**config.mk**
```make
export PLATFORM = sky130hd
export DESIGN_NAME = irqv_resolver
export DESIGN_NICKNAME = d
export VERILOG_FILES = /design/src/rtl/irqv_pkg.sv /design/src/rtl/irqv_regs.sv /design/src/rtl/irqv_level_pick.sv /design/src/rtl/irqv_resolver.sv
export SDC_FILE = /design/constraint.sdc
export NUM_CORES = 1
export LEC_CHECK = 0
export BUFFER_PORTS_ARGS = -buffer_cell sky130_fd_sc_hd__buf_2
export CORE_AREA = 2 2 106 133
export DETAILED_ROUTE_END_ITERATION = 16
export DIE_AREA = 0 0 108 135
export PLACE_DENSITY_LB_ADDON = 0.12
export SLEW_MARGIN = 25
export SYNTH_ARGS = -nofsm -noshare
export SYNTH_HDL_FRONTEND = slang
export SYNTH_SLANG_ARGS = --single-unit
```
**constraint.sdc**
```tcl
create_clock -name clk -period 1.6 [get_ports clk]
set_input_delay 0.16 -clock clk [delete_from_list [all_inputs] [get_ports clk]]
set_output_delay 0.16 -clock clk [all_outputs]
set_load 0.1 [all_outputs]
```
**src/rtl/irqv_pkg.sv**
```systemverilog
package irqv_pkg;
    localparam int          NUM_LEVELS   = 7;
    localparam int          VEC_W        = 7;
    localparam logic [6:0]  SPURIOUS_VEC = 7'd24;
    localparam logic [4:0]  ACK_BASE     = 5'h10;

    function automatic logic [2:0] src_level(input int idx);
        return 3'((idx % NUM_LEVELS) + 1);
    endfunction
endpackage

```
**src/rtl/irqv_regs.sv**
```systemverilog
module irqv_regs #(
    parameter int NUM_SRC = 16,
    parameter int ADDR_W  = 5
) (
    input  logic               clk,
    input  logic               rst_n,
    input  logic               wr_en,
    input  logic [ADDR_W-1:0]  addr,
    input  logic [7:0]         wdata,
    output logic [NUM_SRC-1:0] mask_q,
    output logic [NUM_SRC-1:0] force_q,
    output logic [7:0]         reg_rdata
);
    import irqv_pkg::*;

    localparam int NB = NUM_SRC / 8;

    typedef struct packed {
        logic [NUM_SRC-1:0] mask;
        logic [NUM_SRC-1:0] frc;
    } regs_t;

    regs_t st_d, st_q;

    always_comb begin
        st_d      = st_q;
        reg_rdata = 8'h00;
        for (int b = 0; b < NB; b++) begin
            if (addr == ADDR_W'(b)) begin
                reg_rdata = st_q.mask[b*8 +: 8];
                if (wr_en) st_d.mask[b*8 +: 8] = wdata;
            end
            if (addr == ADDR_W'(NB + b)) begin
                reg_rdata = st_q.frc[b*8 +: 8];
                if (wr_en) st_d.frc[b*8 +: 8] = wdata;
            end
        end
    end

    always_ff @(posedge clk or negedge rst_n) begin
        if (!rst_n) st_q <= '0;
        else        st_q <= st_d;
    end

    assign mask_q  = st_q.mask;
    assign force_q = st_q.frc;


    ack_write_ignored_chk: assert property (@(posedge clk) disable iff (!rst_n)
        (wr_en && addr >= ACK_BASE) |=> $stable(st_q));
endmodule

```
**src/rtl/irqv_level_pick.sv**
```systemverilog
module irqv_level_pick #(
    parameter int         NUM_SRC  = 16,
    parameter int         VEC_BASE = 64,
    parameter logic [2:0] LVL      = 3'd1
) (
    input  logic               clk,
    input  logic               rst_n,
    input  logic [NUM_SRC-1:0] pend,
    output logic               any,
    output logic [6:0]         vec
);
    import irqv_pkg::*;

    logic [NUM_SRC-1:0] grant;

    always_comb begin
        logic found;
        found = 1'b0;
        grant = '0;
        vec   = SPURIOUS_VEC;
        for (int i = 0; i < NUM_SRC; i++) begin
            if (!found && pend[i] && src_level(i) == LVL) begin
                found    = 1'b1;
                grant[i] = 1'b1;
                vec      = 7'(VEC_BASE + i);
            end
        end
        any = found;
    end


    one_winner_chk: assert property (@(posedge clk) disable iff (!rst_n)
        $onehot0(grant));
endmodule

```
**src/rtl/irqv_resolver.sv**
```systemverilog
module irqv_resolver #(
    parameter int NUM_SRC  = 16,
    parameter int VEC_BASE = 64
) (
    input  logic               clk,
    input  logic               rst_n,
    input  logic [NUM_SRC-1:0] irq_in,
    input  logic               wr_en,
    input  logic [4:0]         addr,
    input  logic [7:0]         wdata,
    output logic [7:0]         rdata,
    output logic [2:0]         irq_level
);
    import irqv_pkg::*;

    localparam int ADDR_W = 5;

    typedef struct packed {
        logic [2:0]            level;
        logic [6:0]            gvec;
        logic [6:0][6:0]       lvec;
    } res_t;

    logic [NUM_SRC-1:0] mask_q, force_q, pend;
    logic [7:0]         reg_rdata;
    logic [6:0]         lvl_any;
    logic [6:0][6:0]    lvl_vec;
    res_t               res_d, res_q;

    irqv_regs #(.NUM_SRC(NUM_SRC), .ADDR_W(ADDR_W)) u_regs (
        .clk(clk), .rst_n(rst_n), .wr_en(wr_en), .addr(addr), .wdata(wdata),
        .mask_q(mask_q), .force_q(force_q), .reg_rdata(reg_rdata)
    );

    assign pend = (irq_in | force_q) & ~mask_q;

    for (genvar g = 0; g < NUM_LEVELS; g++) begin : g_lvl
        irqv_level_pick #(.NUM_SRC(NUM_SRC), .VEC_BASE(VEC_BASE), .LVL(3'(g + 1))) u_pick (
            .clk(clk), .rst_n(rst_n), .pend(pend),
            .any(lvl_any[g]), .vec(lvl_vec[g])
        );


        empty_level_spurious_chk: assert property (@(posedge clk) disable iff (!rst_n)
            !lvl_any[g] |=> (res_q.lvec[g] == SPURIOUS_VEC));
    end

    always_comb begin
        res_d       = res_q;
        res_d.level = 3'd0;
        res_d.gvec  = 7'd0;
        for (int l = 0; l < NUM_LEVELS; l++) begin
            res_d.lvec[l] = lvl_any[l] ? lvl_vec[l] : SPURIOUS_VEC;
            if (lvl_any[l]) begin
                res_d.level = 3'(l + 1);
                res_d.gvec  = lvl_vec[l];
            end
        end
    end

    always_ff @(posedge clk or negedge rst_n) begin
        if (!rst_n) begin
            res_q.level <= 3'd0;
            res_q.gvec  <= 7'd0;
            for (int l = 0; l < NUM_LEVELS; l++) res_q.lvec[l] <= SPURIOUS_VEC;
        end else begin
            res_q <= res_d;
        end
    end

    always_comb begin
        rdata = reg_rdata;
        if (addr == ACK_BASE) begin
            rdata = {1'b0, res_q.gvec};
        end else begin
            for (int l = 0; l < NUM_LEVELS; l++) begin
                if (addr == ACK_BASE + 5'(l + 1)) rdata = {1'b0, res_q.lvec[l]};
            end
        end
    end

    assign irq_level = res_q.level;


    level_follows_pending_chk: assert property (@(posedge clk) disable iff (!rst_n)
        (|pend) |=> (irq_level != 3'd0));


    global_zero_when_idle_chk: assert property (@(posedge clk) disable iff (!rst_n)
        (irq_level == 3'd0) == (res_q.gvec == 7'd0));


    ack_bit7_clear_chk: assert property (@(posedge clk) disable iff (!rst_n)
        (addr >= ACK_BASE) |-> !rdata[7]);
endmodule

```
# == Yosys cells after proc, flatten, opt, wreduce, memory -nomap -nowiden ==
# Index checks and enable logic that the tools add are counted.
# classes
n_addsub,0
multipliers,0
div,0
magnitude_cmp,0
eq_ne,11
n_shift,0
muxes,58
n_bitwise,3
n_reduce_logical,23
# ops
op,count
two-way mux 7 bit,23
two-way mux 8 bit,13
two-way mux 10 bit,6
equality test 5 bit (second input constant),8
bitwise AND 16 bit,1
two-way mux 1 bit,16
NOT 16 bit,1
OR 16 bit,1
equality test 5 x 2 -> 1 bit (second input constant),2
logical AND 1 bit,9
zero test 1 bit,9
AND reduction 2 bit,4
equality test 5 x 1 -> 1 bit (second input constant),1
zero test 5 bit,1
# totals
register_bits,91
latchBits,0
ramBits,0
mem_bits_ro,0
inputBits,32
output_inout_bits,11
elab_cells,108
mem_count,0

# == Logic depth before layout (Yosys ltp) ==
# logic_depth
ltp_word,16
depth_mapped,7
mapped_depth_nobuf,6

# == Hierarchy ==
# A second synthesis with hierarchy kept.
# unflattened
hier_cells,530
hier_area_um2,5178.7
# by_module_without_submodules
mod,instances,cells_each,area_each_um2,seq_area_each_um2
irqv_resolver,1,355,3266.9,1493.9
irqv_regs,1,111,1545.2,800.8
irqv_level_pick at g_lvl[2].u_pick ...,3,9,50.0,0.0
irqv_level_pick at g_lvl[3].u_pick ...,2,9,51.3,0.0
irqv_level_pick at g_lvl[1].u_pick,1,10,57.6,0.0
irqv_level_pick at g_lvl[0].u_pick,1,9,56.3,0.0

# == Least setup slack after synthesis ==
# Ideal clock, no wire load.
# synth_path
kind,in2out
from,in addr[2]
to,out rdata[1]
t_arrival_ns,2.641
t_required_ns,1.440
setup_slack_ns,-1.201
path_stages,6
path_buffers,2
path_cell_list,buf_6 or3b_1 buf_6 nor2_1 o21bai_1 a32oi_1
# synth_via
elab_chain_cells,13
elab_cells_between_ends,24
classes_between,eq/ne: 11; mux: 12; reduce/logical: 1
# synth_lines
element,line,rtl
from (decl),irqv_resolver.sv:9,"input logic [4:0] addr,"
zero test 5 bit,irqv_regs.sv:29,if (addr == ADDR_W'(b)) begin
two-way mux 8 bit,irqv_regs.sv:29,
two-way mux 8 bit,irqv_regs.sv:33,if (addr == ADDR_W'(NB + b)) begin
two-way mux 8 bit,irqv_regs.sv:29,
two-way mux 8 bit,irqv_regs.sv:33,
two-way mux 8 bit (7 in a row),irqv_resolver.sv:77,"if (addr == ACK_BASE + 5'(l + 1)) rdata = {1'b0, res_q.lvec[l]};"
two-way mux 8 bit (*),irqv_resolver.sv:73,if (addr == ACK_BASE) begin
to (decl),irqv_resolver.sv:11,"output logic [7:0] rdata,"
# Mark *: on every way between the ends. The rest lies on a longest branch, timed or not.

# == Worst setup path in the final report ==
# layout_path
from,"reg u_regs.st_q, in the netlist u_regs.force_q[6]"
to,out rdata[6]
# layout_via
elab_chain_cells,11
# layout_lines
element,line,rtl
from (decl),irqv_regs.sv:23,"regs_t st_d, st_q;"
from (signal assigned),irqv_regs.sv:42,else st_q <= st_d;
two-way mux 8 bit,irqv_regs.sv:33,
two-way mux 8 bit,irqv_regs.sv:29,
two-way mux 8 bit,irqv_regs.sv:33,
two-way mux 8 bit (7 in a row),irqv_resolver.sv:77,
two-way mux 8 bit,irqv_resolver.sv:73,
# No other way between the ends.

==> impl.org <==
** Synthesis
- Top cells by count, synth :: 59 x sky130_fd_sc_hd__dfrtp_1, 34 x sky130_fd_sc_hd__mux2_2, 31 x sky130_fd_sc_hd__nor2_1
- Most repeated cell in the gate-level netlist after synthesis :: sky130_fd_sc_hd__dfrtp_1
- Of the synthesized area, sequential elements account for 50.4%.
- Summed over its instances, the top area cell type makes up 40.3% of the synthesized netlist area.
- Summed instance area of the synthesized netlist :: 3660 µm²
- Counting every net in the synthesized netlist gives 362.
- Number of enable flip-flop cells after synthesis :: 0
- Distinct cell type count after synthesis :: 54
- Top cells by area in the synthesized netlist :: sky130_fd_sc_hd__dfrtp_1 40%, sky130_fd_sc_hd__mux2_2 10%, sky130_fd_sc_hd__dfstp_2 10%
- The largest total area in the synthesized netlist belongs to sky130_fd_sc_hd__dfrtp_1.
- Post-Synthesis Mean Instance Area :: 11.1 µm²
- The synthesized design contains 73 register bits.
- Yosys warning count :: 0
- The most used flip-flop cell after synthesis is sky130_fd_sc_hd__dfrtp_1.
- Synthesized instance count :: 330
- After synthesis, the share of flip-flops with an asynchronous set or reset is 100%.

** STA
- Final setup TNS :: -2.41 ns
- Final cycle utilization of the critical path :: 133%
- Endpoints failing setup :: 8
- Tightest slew margin relative to the limit :: 67.8%
- Clk_skew :: 0.00436 ns
- Hold is met by 0.102 ns.
- Transition time at the pin with the least slew margin :: 0.487 ns
- Pins Over Slew Limit :: 0
- After layout, the minimum clock period comes to 2.13 ns.
- Fmax :: 469 MHz
- The count of endpoints failing hold in the final timing report was 0.
- Once routing completed, OpenROAD measured the worst setup slack at -0.533 ns.
- Setup repair after global routing could not meet its margin everywhere.

** Critical path
- The worst setup path is captured at an output port.
- Setup slack on the worst flop-to-flop path :: 0.06 ns
- The signal on the critical path passes through a21boi_1, mux4_2, a211oi_4, o221ai_4, buf_12.
- The critical path ends at rdata[6].
- Nature of the critical path startpoint :: flop
- At the worst endpoint, the required time is 1.44 ns.
- For this run, the slowest stage of the critical path takes 0.49 ns.
- The critical path starts at u_regs.force_q[6].
- The worst register-to-register path has a depth of 6.
- Along the worst path, the maximum fanout reaches 3.
- Category of the critical setup timing path :: flop to output port
- The startpoint identified for the worst register-to-register timing path is u_regs.force_q[4].
- Max stage delay cell, worst path :: sky130_fd_sc_hd__mux4_2
- Data arrival at the endpoint of the critical path :: 1.97 ns
- Worst flop-to-flop path endpoint :: res_q[52]

** Layout
- Antenna cells :: 0
- Ratio of cells with drive above 1 in the final layout :: 56.9%
- Final-stage net count :: 505
- The area growth from synthesis to layout is 51.5%.

** Floorplanning
- In this run the vertical extent of the chip is 135 µm.
- Floorplan die width :: 108 µm
- Number of standard-cell rows in the floorplan :: 47
- Overall die area :: 14600 µm²
- I/O pin count :: 43
- Floorplan Core Area :: 13200 µm²
- For this configuration, the core starts out at a cell density of 27.7%.

** Place
- Estimated wirelength of the detail-placed design :: 9270 µm
- Final estimated routing congestion in global placement :: 0.864
- Buffers placed on the I/O ports in this run total 42.
- Worst-case setup slack after placement :: -0.320 ns

** Clock tree
- Clock buffers created by TritonCTS :: 9
- Level count of the clock H-tree :: 3
- Clock-pin slew was measured on the worst setup and hold paths at 0.06 ns.
- No sink is reached through more buffers than the 2 on the longest clock path.
- Clock insertion delay at the later pin of the skew report :: 0.33 ns
- Clock tree from TritonCTS :: yes
- CTS saw 73 sinks.
- Clock tree root buffer cell :: sky130_fd_sc_hd__clkbuf_16

** Outcome
- Status :: finished with violations
- Failing checks :: setup timing

** GRT
- Antenna violations before repair :: 0
- Total track usage :: 17.2%
- Entering global routing, the biggest net connects 37 pins.
- Number of global-route vias before repair :: 3319
- Global routing finished with a remaining overflow of 0.
- The first global-routing pass estimated 18400 µm of wire.

** Routing
- Count of TritonRoute iterations in the first routing pass :: 4
- Once detail routing completed, the nets flagged for antenna violations numbered 0.
- DRC violation total after the first TritonRoute iteration :: 142
- After detailed routing, the number of remaining DRC violations is 0.
- Routed via count divided by cell count :: 4.71
- Routed wire length :: 11600 µm
- Wire length per cell after detailed routing :: 17.9 µm
- Via Count :: 3059

** Pwr
- Worst IR drop on VDD :: 467 µV
- Total design power :: 6570 µW
- Leakage power total :: 0.00249 µW
- Total power divided by cell area :: 1190 nW/µm²

** Job
- Across the run, the number of max-cap violations was 0.

** Worst hold path
- The tightest min-delay check is of the primary input to flop type.
cell type report:
cell class | count | area (µm²)
repair buffers | 149 | 1190
flip-flops and latches | 73 | 1840
well taps | 171 | 214
multi-input cells | 219 | 1910
fillers | 1296 | 7690
inverters | 21 | 78.8
clock buffers | 9 | 225
clock inverters | 7 | 81.3
power breakdown:
part / internal [µW] / leakage (µW) / switching, µW / total, µW
Clock: 1220 / 0.000146 / 803 / 2020
Sequential: 2280 / 0.000858 / 223 / 2500
Combinational: 1010 / 0.00149 / 1040 / 2050
metal layers:
metal	routed length (µm)	share of wire (%)	vias up	global-route usage, %
li1	-	-	1476	-
met1	4780	41	1514	20.4
met3	318	2.7	16	2.80
met5	0	0	-	0
met2	6220	53	53	30.0
met4	321	2.8	0	8.12
worst max-delay path, delay by kind of cell (launching register included):
| kind | cells | cell delay [ns] |
|---|---|---|
| muxes | 1 | 0.49 |
| buffers and inverters | 1 | 0.19 |
| DFF | 1 | 0.40 |
| AOI/OAI and AO/OA | 3 | 0.55 |
sequential cells by signal, summed over array words and instances (netlist names):
| signal | cells |
|---|---|
| u_regs.mask_q | 16 |
| u_regs.force_q | 16 |
| res_q | 38 |
| irq_level | 3 |
cell families (layout without fill, tap and decap cells):
family / after synthesis / count (layout) / synth area share (%)
AOI/OAI and AO/OA: 88 / 88 / 16.5
xor gates and xnor gates: 1 / 1 / 0.239
buffers and inverters: 38 / 186 / 5.16
DFF: 73 / 73 / 50.4
muxes: 45 / 45 / 15.2
and+or+nand+nor: 85 / 85 / 12.5
per-stage QoR:
stage | utilization (%) | area (µm²) | std cells
after floorplan | - | 3770 | 330
after global placement | 37.6 | 4970 | 623
after detailed placement | 37.6 | 4970 | 623
after CTS | 41.2 | 5450 | 646
after global routing | 41.9 | 5540 | 649
final | 41.9 | 5540 | 649
placed cells by master (no fill, tap or decap), types with 3 or more instances in the layout:
master                      instances
sky130_fd_sc_hd__dfstp_2           14
sky130_fd_sc_hd__dfrtp_1           59
sky130_fd_sc_hd__and2_4             3
sky130_fd_sc_hd__clkbuf_16          9
sky130_fd_sc_hd__a21oi_2            4
sky130_fd_sc_hd__o21ai_1            4
sky130_fd_sc_hd__mux2i_1            6
sky130_fd_sc_hd__buf_12            11
sky130_fd_sc_hd__buf_6              3
sky130_fd_sc_hd__buf_2             32
sky130_fd_sc_hd__buf_4            102
sky130_fd_sc_hd__nand2_2            3
sky130_fd_sc_hd__nand2_1           12
sky130_fd_sc_hd__inv_1             20
sky130_fd_sc_hd__nand3_4            4
sky130_fd_sc_hd__o21bai_2           5
sky130_fd_sc_hd__o211ai_1           5
sky130_fd_sc_hd__o21ai_2            7
sky130_fd_sc_hd__mux4_2             5
sky130_fd_sc_hd__clkinv_4           5
sky130_fd_sc_hd__o21bai_1           9
sky130_fd_sc_hd__nor2_1            30
sky130_fd_sc_hd__a21oi_1           15
sky130_fd_sc_hd__nor3_2             5
sky130_fd_sc_hd__mux2_2            32
sky130_fd_sc_hd__o21ai_0            6
sky130_fd_sc_hd__nor3_1             8
sky130_fd_sc_hd__nor2b_1            5
worst min path at each step:
stage | start | endpoint | cells after the start
finish | wdata[4] | u_regs.force_q[4] | 2
detailed placement | rst_n | u_regs.mask_q[5] | 1
floorplan | rst_n | irq_level[0] | 0
global placement | rst_n | u_regs.mask_q[5] | 1
CTS | wdata[4] | u_regs.force_q[4] | 2
global route | wdata[6] | u_regs.mask_q[6] | 2
timing repair:
action / 4_1_cts / 5_1_grt
gates resized for setup: 33 / 20
setup endpoints to repair: 13 / 13
pin swaps: 16 / 10
endpoints found under the hold margin: 18 / 0
hold buffers: 1 / 0
setup buffers: 6 / 4
(Power assumes the default switching activity.)
